$ cat config.mk
export PLATFORM = sky130hd
export DESIGN_NAME = wdt_guard
export DESIGN_NICKNAME = d
export VERILOG_FILES = /design/src/rtl/wdt_guard.sv
export SDC_FILE = /design/constraint.sdc
export NUM_CORES = 1
export LEC_CHECK = 0
export BUFFER_PORTS_ARGS = -buffer_cell sky130_fd_sc_hd__buf_2
export CAP_MARGIN = 20
export CORE_MARGIN = 1
export CORE_UTILIZATION = 59
export DETAILED_ROUTE_END_ITERATION = 8
export PLACE_DENSITY = 0.77
export SKIP_CTS_REPAIR_TIMING = 1
export SYNTH_ARGS = -nofsm -noshare
export SYNTH_HDL_FRONTEND = slang
export SYNTH_SLANG_ARGS = --single-unit
$ cat constraint.sdc
create_clock -name clk -period 3.05 [get_ports clk]
set_clock_uncertainty 0.15 [all_clocks]
set_input_delay 0.4575 -clock clk [delete_from_list [all_inputs] [get_ports clk]]
set_output_delay 0.4575 -clock clk [all_outputs]
set_load 0.01 [all_outputs]
$ cat src/rtl/wdt_guard.sv
module wdt_guard #(
  parameter logic [23:0] RELOAD_INIT = 24'h00FFFF,
  parameter bit          MODE_INIT   = 1'b1,
  parameter logic [7:0]  KEY_A       = 8'h55,
  parameter logic [7:0]  KEY_B       = 8'hAA
) (
  input  logic       clk,
  input  logic       rst_n,
  input  logic [1:0] addr,
  input  logic [7:0] wdata,
  input  logic       we,
  input  logic       rd_en,
  output logic [7:0] rdata,
  input  logic       refresh,
  input  logic       stop_in,
  input  logic       int_ack,
  output logic       irq,
  output logic       rst_req,
  output logic       stop_rec
);

  typedef enum logic [2:0] {LOCKED, HALF, OPEN_U, OPEN_H, OPEN_L} key_t;

  key_t        st;
  logic [7:0]  ru, rh, rl;
  logic [23:0] cnt;
  logic        mode, to_flag, stop_flag;

  wire ctl_wr  = we && (addr == 2'd0);
  wire is_ka   = (wdata == KEY_A);
  wire is_kb   = (wdata == KEY_B);
  wire is_open = (st == OPEN_U) || (st == OPEN_H) || (st == OPEN_L);
  wire expired = !refresh && (cnt == 24'd0);
  wire ctl_rd  = rd_en && (addr == 2'd0);

  always_ff @(posedge clk or negedge rst_n) begin
    if (!rst_n) begin
      st <= LOCKED;
      ru <= RELOAD_INIT[23:16];
      rh <= RELOAD_INIT[15:8];
      rl <= RELOAD_INIT[7:0];
    end else if (ctl_wr) begin
      if (is_ka)                   st <= HALF;
      else if (is_kb && st == HALF) st <= OPEN_U;
      else                         st <= LOCKED;
    end else if (we) begin
      case (addr)
        2'd1: if (st == OPEN_U) begin ru <= wdata; st <= OPEN_H; end
        2'd2: if (st == OPEN_H) begin rh <= wdata; st <= OPEN_L; end
        2'd3: if (st == OPEN_L) begin rl <= wdata; st <= LOCKED; end
        default: ;
      endcase
    end
  end

  always_ff @(posedge clk or negedge rst_n) begin
    if (!rst_n)                      mode <= MODE_INIT;
    else if (ctl_wr && !is_ka && !is_kb) mode <= wdata[0];
  end

  always_ff @(posedge clk or negedge rst_n) begin
    if (!rst_n)                 cnt <= RELOAD_INIT;
    else if (refresh || expired) cnt <= {ru, rh, rl};
    else                        cnt <= cnt - 24'd1;
  end

  always_ff @(posedge clk or negedge rst_n) begin
    if (!rst_n) begin
      rst_req   <= 1'b0;
      stop_rec  <= 1'b0;
      irq       <= 1'b0;
      to_flag   <= 1'b0;
      stop_flag <= 1'b0;
    end else begin
      rst_req  <= expired && mode && !stop_in;
      stop_rec <= expired && stop_in;
      if (expired && !mode) irq <= 1'b1;
      else if (int_ack)     irq <= 1'b0;
      if (expired)     to_flag <= 1'b1;
      else if (ctl_rd) to_flag <= 1'b0;
      if (expired && stop_in) stop_flag <= 1'b1;
      else if (ctl_rd)        stop_flag <= 1'b0;
    end
  end

  always_comb begin
    case (addr)
      2'd0:    rdata = {to_flag, stop_flag, is_open, 4'b0000, mode};
      2'd1:    rdata = ru;
      2'd2:    rdata = rh;
      default: rdata = rl;
    endcase
  end

endmodule


Word level (Yosys, flattened, before mapping) --
Cells that the tools add are included. W data, S select, Z words.
Cells by class: bitwise operators 1, add/sub/neg operators 1, equality and inequality tests 12, mux-type cells 15, reductions and logical operators 29
Operators by type and width (number):
- $logic_not A24 Y1 | 1
- $mux W24 | 1
- $pmux W8 S3 | 1
- $sub A24 B1 Y24 const B | 1
- $mux W3 | 5
- $reduce_and A4 Y1 | 3
- $logic_and A1 B1 Y1 | 10
- $ne A3 B3 Y1 const B | 3
- $pmux W3 S3 | 1
- $eq A8 B7 Y1 const B | 1
- $eq A8 B8 Y1 const B | 1
- $reduce_bool A2 Y1 | 4
- $eq A3 B2 Y1 const B | 2
- $logic_not A1 Y1 | 5
- $mux W1 | 5
- $reduce_and A5 Y1 | 1
- $eq A2 B2 Y1 const B | 2
- $mux W2 | 2
- $reduce_bool A4 Y1 | 1
- $eq A3 B1 Y1 const B | 1
- $eq A3 B3 Y1 const B | 1
- $logic_or A1 B1 Y1 | 3
- $eq A2 B1 Y1 const B | 1
- $logic_not A2 Y1 | 1
- $not A1 Y1 | 1
Storage, ports and cells: bits of input ports 17, register bits after elaboration 57, output and inout port bits 11

Depth between registers and ports, before layout --
Gate-level depths: netlist of run 1.
word-level depth 5, mapped depth 7

Worst setup path before layout of run 1 --
No wires, ideal clock.
path kind reg-to-reg, start register cnt[16], end register cnt[17], arrival time 2.210 ns, data required time 2.774 ns, library setup time 0.126 ns, setup slack 0.563 ns, stages on the path, launching flop included 7, path buffers 2, period minus slack after synthesis 2.487 ns, cells stage by stage dfrtp_1 -> or4_4 -> or3_1 -> buf_6 -> o41ai_4 -> buf_6 -> o21ai_0
Between the ends: cells in the longest elaborated chain, start to end 4, elaborated cells between the ends (all ways) 5
RTL lines:
- start: declaration | RTL line 26 | logic [23:0] cnt;
- start signal: assignment | RTL line 63 | else if (refresh || expired) cnt <= {ru, rh, rl};
- start signal: assignment | RTL line 64 | else cnt <= cnt - 24'd1;
- branches (longest 3 deep; another with $sub A24 B1 Y24)
- $mux W24 * | RTL line 63
Every way passes the cells marked *. A chain may end at the register's enable or synchronous reset.

Worst setup path in the final report of run 1 --
start register cnt[16], end register cnt[7]
Between the ends: cells in the longest elaborated chain, start to end 4
RTL lines:
- $logic_not A24 Y1 | RTL line 33 | wire expired = !refresh && (cnt == 24'd0);
- $logic_and A1 B1 Y1 | RTL line 33
- $logic_or A1 B1 Y1 | RTL line 63
- $mux W24 | RTL line 63
No other way between the ends.

==> impl_metrics.toml, run 1 <==
[setup_path]
crit_path_start_kind = "flop"
crit_type = "flop to flop"
slowest_delay_ps = 550
cp_data_required_time_ps = 3170
crit_chain = "or4_4 > or3_1 > o41ai_4 > buf_12 > a21oi_1 > a21o_2"
critical_path_buf_inv_count = 1
cp_num_cells = 6
end_kind = "flop"
cp_top_family = "simple AND/OR/NAND/NOR gates"
crit_slowest_cell = "or4_4"
path_max_fanout = 46
crit_arrival_ps = 2630
r2r_cells = 6

[synth]
synth_fp_nets = 280
synth-warning-count = 0
synthDistinctLibCells = 42
synthTopCellsByCount = "33 x dfstp_2, 33 x nand2_1, 30 x mux2_2"
ys_top_cells_by_area = "dfstp_2 29%, dfrtp_1 20%, mux2_2 11%"
ys_seq_elements = 57
synth.avg_cell_area_um2 = 11.3
syn-cell-area_um2 = 2950
synth_edf_count = 0
ys_async_sr_fraction_pct = 100
synth_area_leader_cell = "dfstp_2"
ys_seq_area_share_pct = 49.8
syn-instance-count = 261
ys.flop_type = "dfstp_2"
synth_top_area_share_pct = 29.4

[cells_and_area]
fin_nets = 316
drive_gt1_share_pct = 41.1
n_antenna_cell = 0
stdcell_count = 369
areaGrowthSynthToFinish_pct = 13.8
final_util_pct = 70.5

[sta]
finalCriticalPeriod_ps = 2510
setup_viol = 0
holdWs_ps = -35.0
drv_slew = 0
rsz0062_at_grt = "no"
worst_pin_slew_ps = 594
hold_violations = 18
relSlewSlack_pct = 60.4
timing.fmax_mhz = 399
setup_tns_ps = 0
fin_crit_sh_pct = 82.2

[die]
fp-row-count = 25
die_w_um = 72.7
core_um2 = 4750
io_pins = 28
fp.dieH_um = 72.7
initial_utilization_pct = 62.0
die-area_um2 = 5280

[clocking]
cts_tree = "built"
cts_buffers = 9
cts.sinks = 57
htreeDepth = 3
clkTransAtPathRegs_ps = 60
cts_buffer_depth = 2
clk_latency_ps = 340
cts_root_buffer = "clkbuf_8"

[grt]
grt_pass1_vias = 2072
track_usage_pct = 27.0
grt_max_degree = 47
grt_pass1_wl_um = 10300
grt_antenna_before_repair = 0
grt-ovfl-total = 0

[routing]
drt.antenna.violating_nets = 0
first_pass_iters = 4
routedWlPerCell_um = 16.5
drc = 0
viasPerCell = 5.71
drt_iter0_markers = 85
dr_total_vias = 2107
wl_um = 6090

[pwr]
p_sw_share_pct = 33.5
intPower_w = 0.00208
clockPowerShare_pct = 21.4
vdd_ir_drop_max_mv = 0.615
finalPower_w = 0.00313
p_seq_share_pct = 47.6
power_switching_w = 0.00105
p_per_area_nw_per_um2 = 933
leakage_nw = 1.44
pwr-share-comb_pct = 31.1

[job]
cap_violations = 0

[placed_design]
dp_hpwl_um = 4440
gp_congestion = 0.821
port_buffers = 27
dp_cells = 353

[status]
violations = "hold timing"
status = "finished, violations left"

[worst_hold_path]
hp-class = "input port to async pin"
==> power by group through the flow <==
| stage | sequential, W | combinational, W | clock (W) |
|---|---|---|---|
| floorplan | 0.00138 | 0.000775 | 0 |
| CTS | 0.00148 | 0.000975 | 0.000681 |
| detailed placement | 0.00149 | 0.000964 | 0 |
| global route | 0.00153 | 0.00109 | 0.000715 |
| global placement | 0.00148 | 0.000942 | 0 |
| finish | 0.00149 | 0.000971 | 0.000669 |
==> metrics by stage <==
step | area, um^2 | setup WS [ps] | hold slack [ps]
6_report | 3350 | 544 | -35.0
5_1_grt | 3350 | 431 | 11.8
4_1_cts | 3350 | 544 | -18.0
3_5_place_dp | 3160 | 557 | 332
3_3_place_gp | 3160 | 601 | 317
2_1_floorplan | 2950 | 563 | 11.9
==> flip-flops by register name, indices dropped and copies added, names as in the netlist <==
signal	count
mode	1
irq	1
stop_flag	1
st	3
ru	8
rh	8
cnt	24
to_flag	1
rl	8
stop_rec	1
rst_req	1
==> worst paths after layout <==
path / endpoint / slack (ps) / startpoint
setup reg to reg: cnt[7] / 540 / cnt[16]
max in group asynchronous: cnt[11] / 2050 / rst_n
setup / recovery: cnt[7] / 540 / cnt[16]
hold reg to reg: cnt[15] / 340 / rh[7]
min in group clk: rst_req / 140 / stop_in
hold / removal: irq / -30 / rst_n
==> per-layer routing <==
metal	share of wire, %	wire, um	global-route usage [%]	vias to the layer above
met5	0	0	0	-
met4	2.9	178	14.2	0
met3	3.4	206	5.80	13
met2	47	2860	39.5	41
met1	47	2840	38.1	1044
li1	-	-	-	1009
==> cell usage in the layout (no fill, tap or decap), types with 2 or more instances in the layout <==
cell type  Yosys  layout
nor3_1         9       9
or3_2          2       2
a21o_1         4       4
a22o_1         6       6
or3_1          3       3
buf_4          0       6
nand4_1        2       2
nor2b_1        3       3
nor2_1        14      14
dfrtp_1       24      24
dfstp_2       33      33
o21ai_2        2       2
clkinv_2       0       2
nand2b_1       2       2
clkbuf_8       0      13
xor2_1         5       5
a21oi_1        5       5
inv_1          8       8
xnor2_1       14      14
and2_1         2       2
nor4bb_1       4       4
o21ai_0       21      21
mux2_2        30      30
nor4_1         5       5
ha_1           2       2
nand2_1       33      33
mux4_2         4       4
buf_2          0      27
==> final cells by class <==
class | count | area, um^2
Sequential cell | 57 | 1470
Clock inverter | 2 | 10.0
Fill cell | 345 | 1400
Inverter | 8 | 30.0
Clock buffer | 14 | 183
Tap cell | 67 | 83.8
Multi-Input combinational cell | 187 | 1380
Timing Repair Buffer | 34 | 200
==> logic make-up (layout without fill, tap and decap cells) <==
family | Yosys count | after routing | synth area share [%]
mux | 34 | 34 | 14.5
fa+ha+maj | 2 | 2 | 0.849
xor+xnor | 19 | 19 | 5.65
compound gates | 46 | 46 | 10.6
flops | 57 | 57 | 49.8
simple gates | 86 | 86 | 15.1
buf+inv | 17 | 58 | 3.44
Note: power is estimated with default switching activity, not from simulation.
==> run 2: changes to the inputs <==
- ABC_AREA: not set -> 1
- clock period: 3.05 -> 2.5 ns (I/O delays scaled with it)
==> impl_metrics.toml, run 2 <==
[status]
status = "finished clean"

[placed_design]
gp_congestion = 0.901
dp_cells = 517
dp_hpwl_um = 5690
port_buffers = 27

[cells_and_area]
final_common_cell = "nand2_1"
n_antenna_cell = 0
fin_nets = 478
final_cell_mix = "147 x nand2_1, 49 x inv_1, 39 x nor2_1, 38 x o21ai_0, 33 x dfstp_2"
drive_gt1_share_pct = 21.3
areaGrowthSynthToFinish_pct = 11.7
regMostFlops = "cnt"
stdcell_count = 534
largest_register_ffs = 24

[synth]
ys.flop_type = "dfstp_2"
syn-instance-count = 426
synth_edf_count = 0
yosysMostFrequentCell = "nand2_1"
synthDistinctLibCells = 30
synth_area_leader_cell = "dfstp_2"
syn-cell-area_um2 = 3200
ys_top_cells_by_area = "dfstp_2 27%, dfrtp_1 19%, nand2_1 17%"
synthTopCellsByCount = "147 x nand2_1, 49 x inv_1, 39 x nor2_1"
synth.avg_cell_area_um2 = 7.51
ys_seq_area_share_pct = 45.9
synth_fp_nets = 445
ys_seq_elements = 57
synth-warning-count = 0
ys_async_sr_fraction_pct = 100
synth_top_area_share_pct = 27.1

[routing]
drc = 0
first_pass_iters = 5
routedWlPerCell_um = 14.3
dr_total_vias = 2871
drt_iter0_markers = 144
wl_um = 7630
drt.antenna.violating_nets = 0
viasPerCell = 5.38

[pwr]
leakage_nw = 1.74
vdd_ir_drop_max_mv = 0.667
p_per_area_nw_per_um2 = 1020
clockPowerShare_pct = 21.7
pwr-share-comb_pct = 31.4
p_seq_share_pct = 46.8
p_sw_share_pct = 37.9
power_switching_w = 0.00139
intPower_w = 0.00228

[setup_path]
crit_slowest_cell = "dfrtp_1"
crit_chain = "inv_1 > nand3_1 > o21ai_0 > a21oi_1 > o21ai_0 > buf_2"
cp_num_cells = 6
critical_path_buf_inv_count = 2
crit_type = "flop to output pin"
path_max_fanout = 6
slowest_delay_ps = 430
end_kind = "output pin"
crit_arrival_ps = 1530
worstSetupStartpoint = "st[1]"
cp_top_family = "flip-flops"
crit_path_frequent_cell = "o21ai_0"
r2r_start = "cnt[20]"
r2r_cells = 8
regToRegEndpoint = "cnt[22]"
rrSetupSlack_ps = 610
cp_data_required_time_ps = 1980
crit_path_start_kind = "flop"
crit_path_end = "rdata[5]"

[die]
die-area_um2 = 5720
fp-row-count = 26
io_pins = 28
initial_utilization_pct = 61.9
fp.dieH_um = 75.7
core_um2 = 5170
die_w_um = 75.7

[clocking]
cts_buffer_depth = 2
cts_root_buffer = "clkbuf_8"
clkTransAtPathRegs_ps = 60
cts_buffers = 9
htreeDepth = 3
cts_tree = "built"
cts.sinks = 57
clk_latency_ps = 340

[sta]
finalCriticalPeriod_ps = 2060
timing.fmax_mhz = 486
fin_crit_sh_pct = 82.2
worst_pin_slew_ps = 585
drv_slew = 0
hold_violations = 0
rsz0062_at_grt = "no"
setup_viol = 0
relSlewSlack_pct = 60.9
setup_tns_ps = 0

[job]
cap_violations = 0

[grt]
grt_pass1_wl_um = 12000
grt_max_degree = 34
grt_antenna_before_repair = 0
track_usage_pct = 29.8
grt-ovfl-total = 0
grt_pass1_vias = 2604

[worst_hold_path]
hp-class = "input port to flop"
## run 2: routing by layer
layer / up-vias / GRT usage, % / routed length [um]
met3: 7 / 7.14 / 417
met2: 92 / 51.7 / 3740
li1: 1437 / - / -
met4: 0 / 8.02 / 66
met5: - / 0 / 0
met1: 1335 / 37.4 / 3400
## run 2: cell families (layout without fill, tap and decap cells)
family	count (synthesis)	in the layout	share of synthesized area, %
AO/OA/AOI/OAI	55	55	9.46
flip-flops	57	57	45.9
adder cells (fa/ha/maj)	2	2	0.782
XOR/XNOR	10	10	2.74
buffers and inverters	60	98	7.86
AND/OR/NAND/NOR	242	242	33.3
## run 2: worst register-to-register path, stage by stage, from the launching register on
cell and delay, ps:
dfrtp_1 420, nor2_1 250, nand3_1 100, nor2_1 130, nand3_2 100, nand2_4 250, inv_2 210, nand2_1 120
nand2_1 50
## run 2: worst min-delay path by stage
stage,start,end,slack (ps),cells after the start
floorplan,rst_n,cnt[16],-70,0
global placement,rst_n,cnt[21],240,1
detailed placement,rst_n,cnt[21],240,1
CTS,rst_n,cnt[21],-120,1
global route,stop_in,rst_req,50,2
finish,stop_in,rst_req,40,2
## run 2: power groups by stage
stage / Combinational (W) / Sequential, W / Clock, W
5_1_grt: 0.00133 / 0.00175 / 0.000840
6_report: 0.00115 / 0.00172 / 0.000796
3_3_place_gp: 0.00111 / 0.00171 / 0
4_1_cts: 0.00115 / 0.00171 / 0.000803
3_5_place_dp: 0.00114 / 0.00172 / 0
2_1_floorplan: 0.000881 / 0.00162 / 0
## run 2: final cells by class
cell class / instances / area, um^2
clock buffer: 13 / 169
clock inverter: 3 / 15.0
fill: 432 / 1600
inverter: 52 / 195
multi-input combinational: 309 / 1480
sequential: 57 / 1470
tap: 70 / 87.6
timing repair buffer: 30 / 160
## run 2: stage by stage
stage	utilization (%)	worst slack, ps	hold WS (ps)	power, W	instance area [um^2]
after global placement	65.4	609	238	0.00282	3380
after global routing	69.1	346	51.8	0.00392	3580
final	69.1	444	41.2	0.00366	3580
after detailed placement	65.4	605	240	0.00286	3380
after CTS	68.9	424	-122	0.00366	3570
after floorplan	-	894	-70.6	0.00250	3200
==> run 3: changes to the inputs <==
- clock period: 2.5 -> 2.15 ns (I/O delays scaled with it)
==> impl_metrics.toml, run 3 (synthesis gave the netlist of run 2 again) <==
[status]
status = "finished clean"

[routing]
viasPerCell = 5.33
drc = 0
drt_iter0_markers = 210
drt.antenna.violating_nets = 0
wl_um = 7620
dr_total_vias = 2845
routedWlPerCell_um = 14.3
first_pass_iters = 5

[sta]
fin_crit_sh_pct = 92.4
worst_pin_slew_ps = 556
timing.fmax_mhz = 504
rsz0062_at_grt = "no"
setup_slack_ps = 164
finalCriticalPeriod_ps = 1990
setup_viol = 0
hold_violations = 0
drv_slew = 0
relSlewSlack_pct = 62.8
setup_tns_ps = 0

[clocking]
htreeDepth = 3
cts_tree = "built"
cts_root_buffer = "clkbuf_8"
cts.sinks = 57
cts_buffer_depth = 2
clkTransAtPathRegs_ps = 60
cts_buffers = 9
clk_latency_ps = 330

[die]
fp-row-count = 26
die_w_um = 75.7
initial_utilization_pct = 61.9
fp.dieH_um = 75.7
core_um2 = 5170
die-area_um2 = 5720
io_pins = 28

[cells_and_area]
fin_area_um2 = 3590
final_common_cell = "nand2_1"
final_cell_mix = "147 x nand2_1, 49 x inv_1, 39 x nor2_1, 38 x o21ai_0, 33 x dfstp_2"
drive_gt1_share_pct = 21.1
fin_nets = 478
largest_register_ffs = 24
n_antenna_cell = 0
regMostFlops = "cnt"
areaGrowthSynthToFinish_pct = 12.3

[worst_hold_path]
worstHoldPathCells = 2
hp-class = "input port to flop"

[grt]
grt_max_degree = 58
grt_antenna_before_repair = 0
grt_pass1_vias = 2728
track_usage_pct = 30.3
grt-ovfl-total = 0
grt_pass1_wl_um = 12500

[pwr]
p_per_area_nw_per_um2 = 1200
leakage_nw = 1.74
vdd_ir_drop_max_mv = 0.716

[placed_design]
dp_hpwl_um = 5560
port_buffers = 27
gp_congestion = 0.881
placed_area_um2 = 3390
place_ws_ps = 399

[setup_path]
crit_type = "flop to output pin"
cp_data_required_time_ps = 1680
crit_arrival_ps = 1510
crit_path_start_kind = "flop"
end_kind = "output pin"
path_max_fanout = 4
r2r_cells = 9

[job]
cap_violations = 0
-- run 3: cell count changes in the layout (fill, tap and decap cells not counted) --
cell | previous run | this run
buf_4 | 2 | 1
dfrtp_1 | 24 | 23
clkbuf_1 | 1 | 3
bufinv_16 | 0 | 1
clkinv_2 | 3 | 2
clkbuf_8 | 12 | 10
buf_12 | 0 | 1
dfrtp_2 | 0 | 1
-- run 3: final cells by class --
type	instances	area [um^2]
well taps	70	87.6
inverters	52	195
clock inverters	3	40.0
repair buffers	30	173
flip-flops and latches	57	1470
multi-input cells	309	1480
fillers	430	1580
clock buffers	13	149
-- run 3: per-stage QoR --
stage / total power (W) / hold slack [ps] / std cells / utilization [%]
global route: 0.00463 / 11.4 / 534 / 69.5
floorplan: 0.00291 / -123 / 426 / -
global placement: 0.00330 / 193 / 517 / 65.6
CTS: 0.00433 / -161 / 533 / 69.3
detailed placement: 0.00334 / 193 / 517 / 65.6
finish: 0.00433 / 13.1 / 534 / 69.5
-- run 3: where the power goes --
group          switching [W]  total (W)  internal (W)  leakage, nW
clock               0.000411   0.000976      0.000564       0.0974
sequential          0.000359    0.00201       0.00165        0.643
combinational       0.000853    0.00135      0.000497        0.998
total                0.00162    0.00433       0.00271         1.74
-- run 3: path summary, 6_finish.rpt --
kind | startpoint | end | slack (ps)
worst max register to register | cnt[0] | cnt[9] | 380
max in group asynchronous | rst_n | cnt[15] | 1180
min in group asynchronous | rst_n | cnt[19] | 360
worst min register to register | rl[3] | cnt[3] | 310
worst max-delay path | st[0] | rdata[5] | 160
worst min-delay path | stop_in | rst_req | 10
-- run 3: per-layer routing --
layer	GRT usage (%)	wire length, um	up-vias
met5	0	0	-
met4	11.3	130	0
met3	6.75	412	16
met2	50.7	3670	90
met1	38.9	3410	1322
li1	-	-	1417
-- run 3: worst max-delay path: stages, from the launching register on --
cell	delay, ps
dfrtp_1	380
inv_1	80
nand3_1	140
o21ai_0	140
a21oi_1	190
o21ai_0	100
buf_2	150
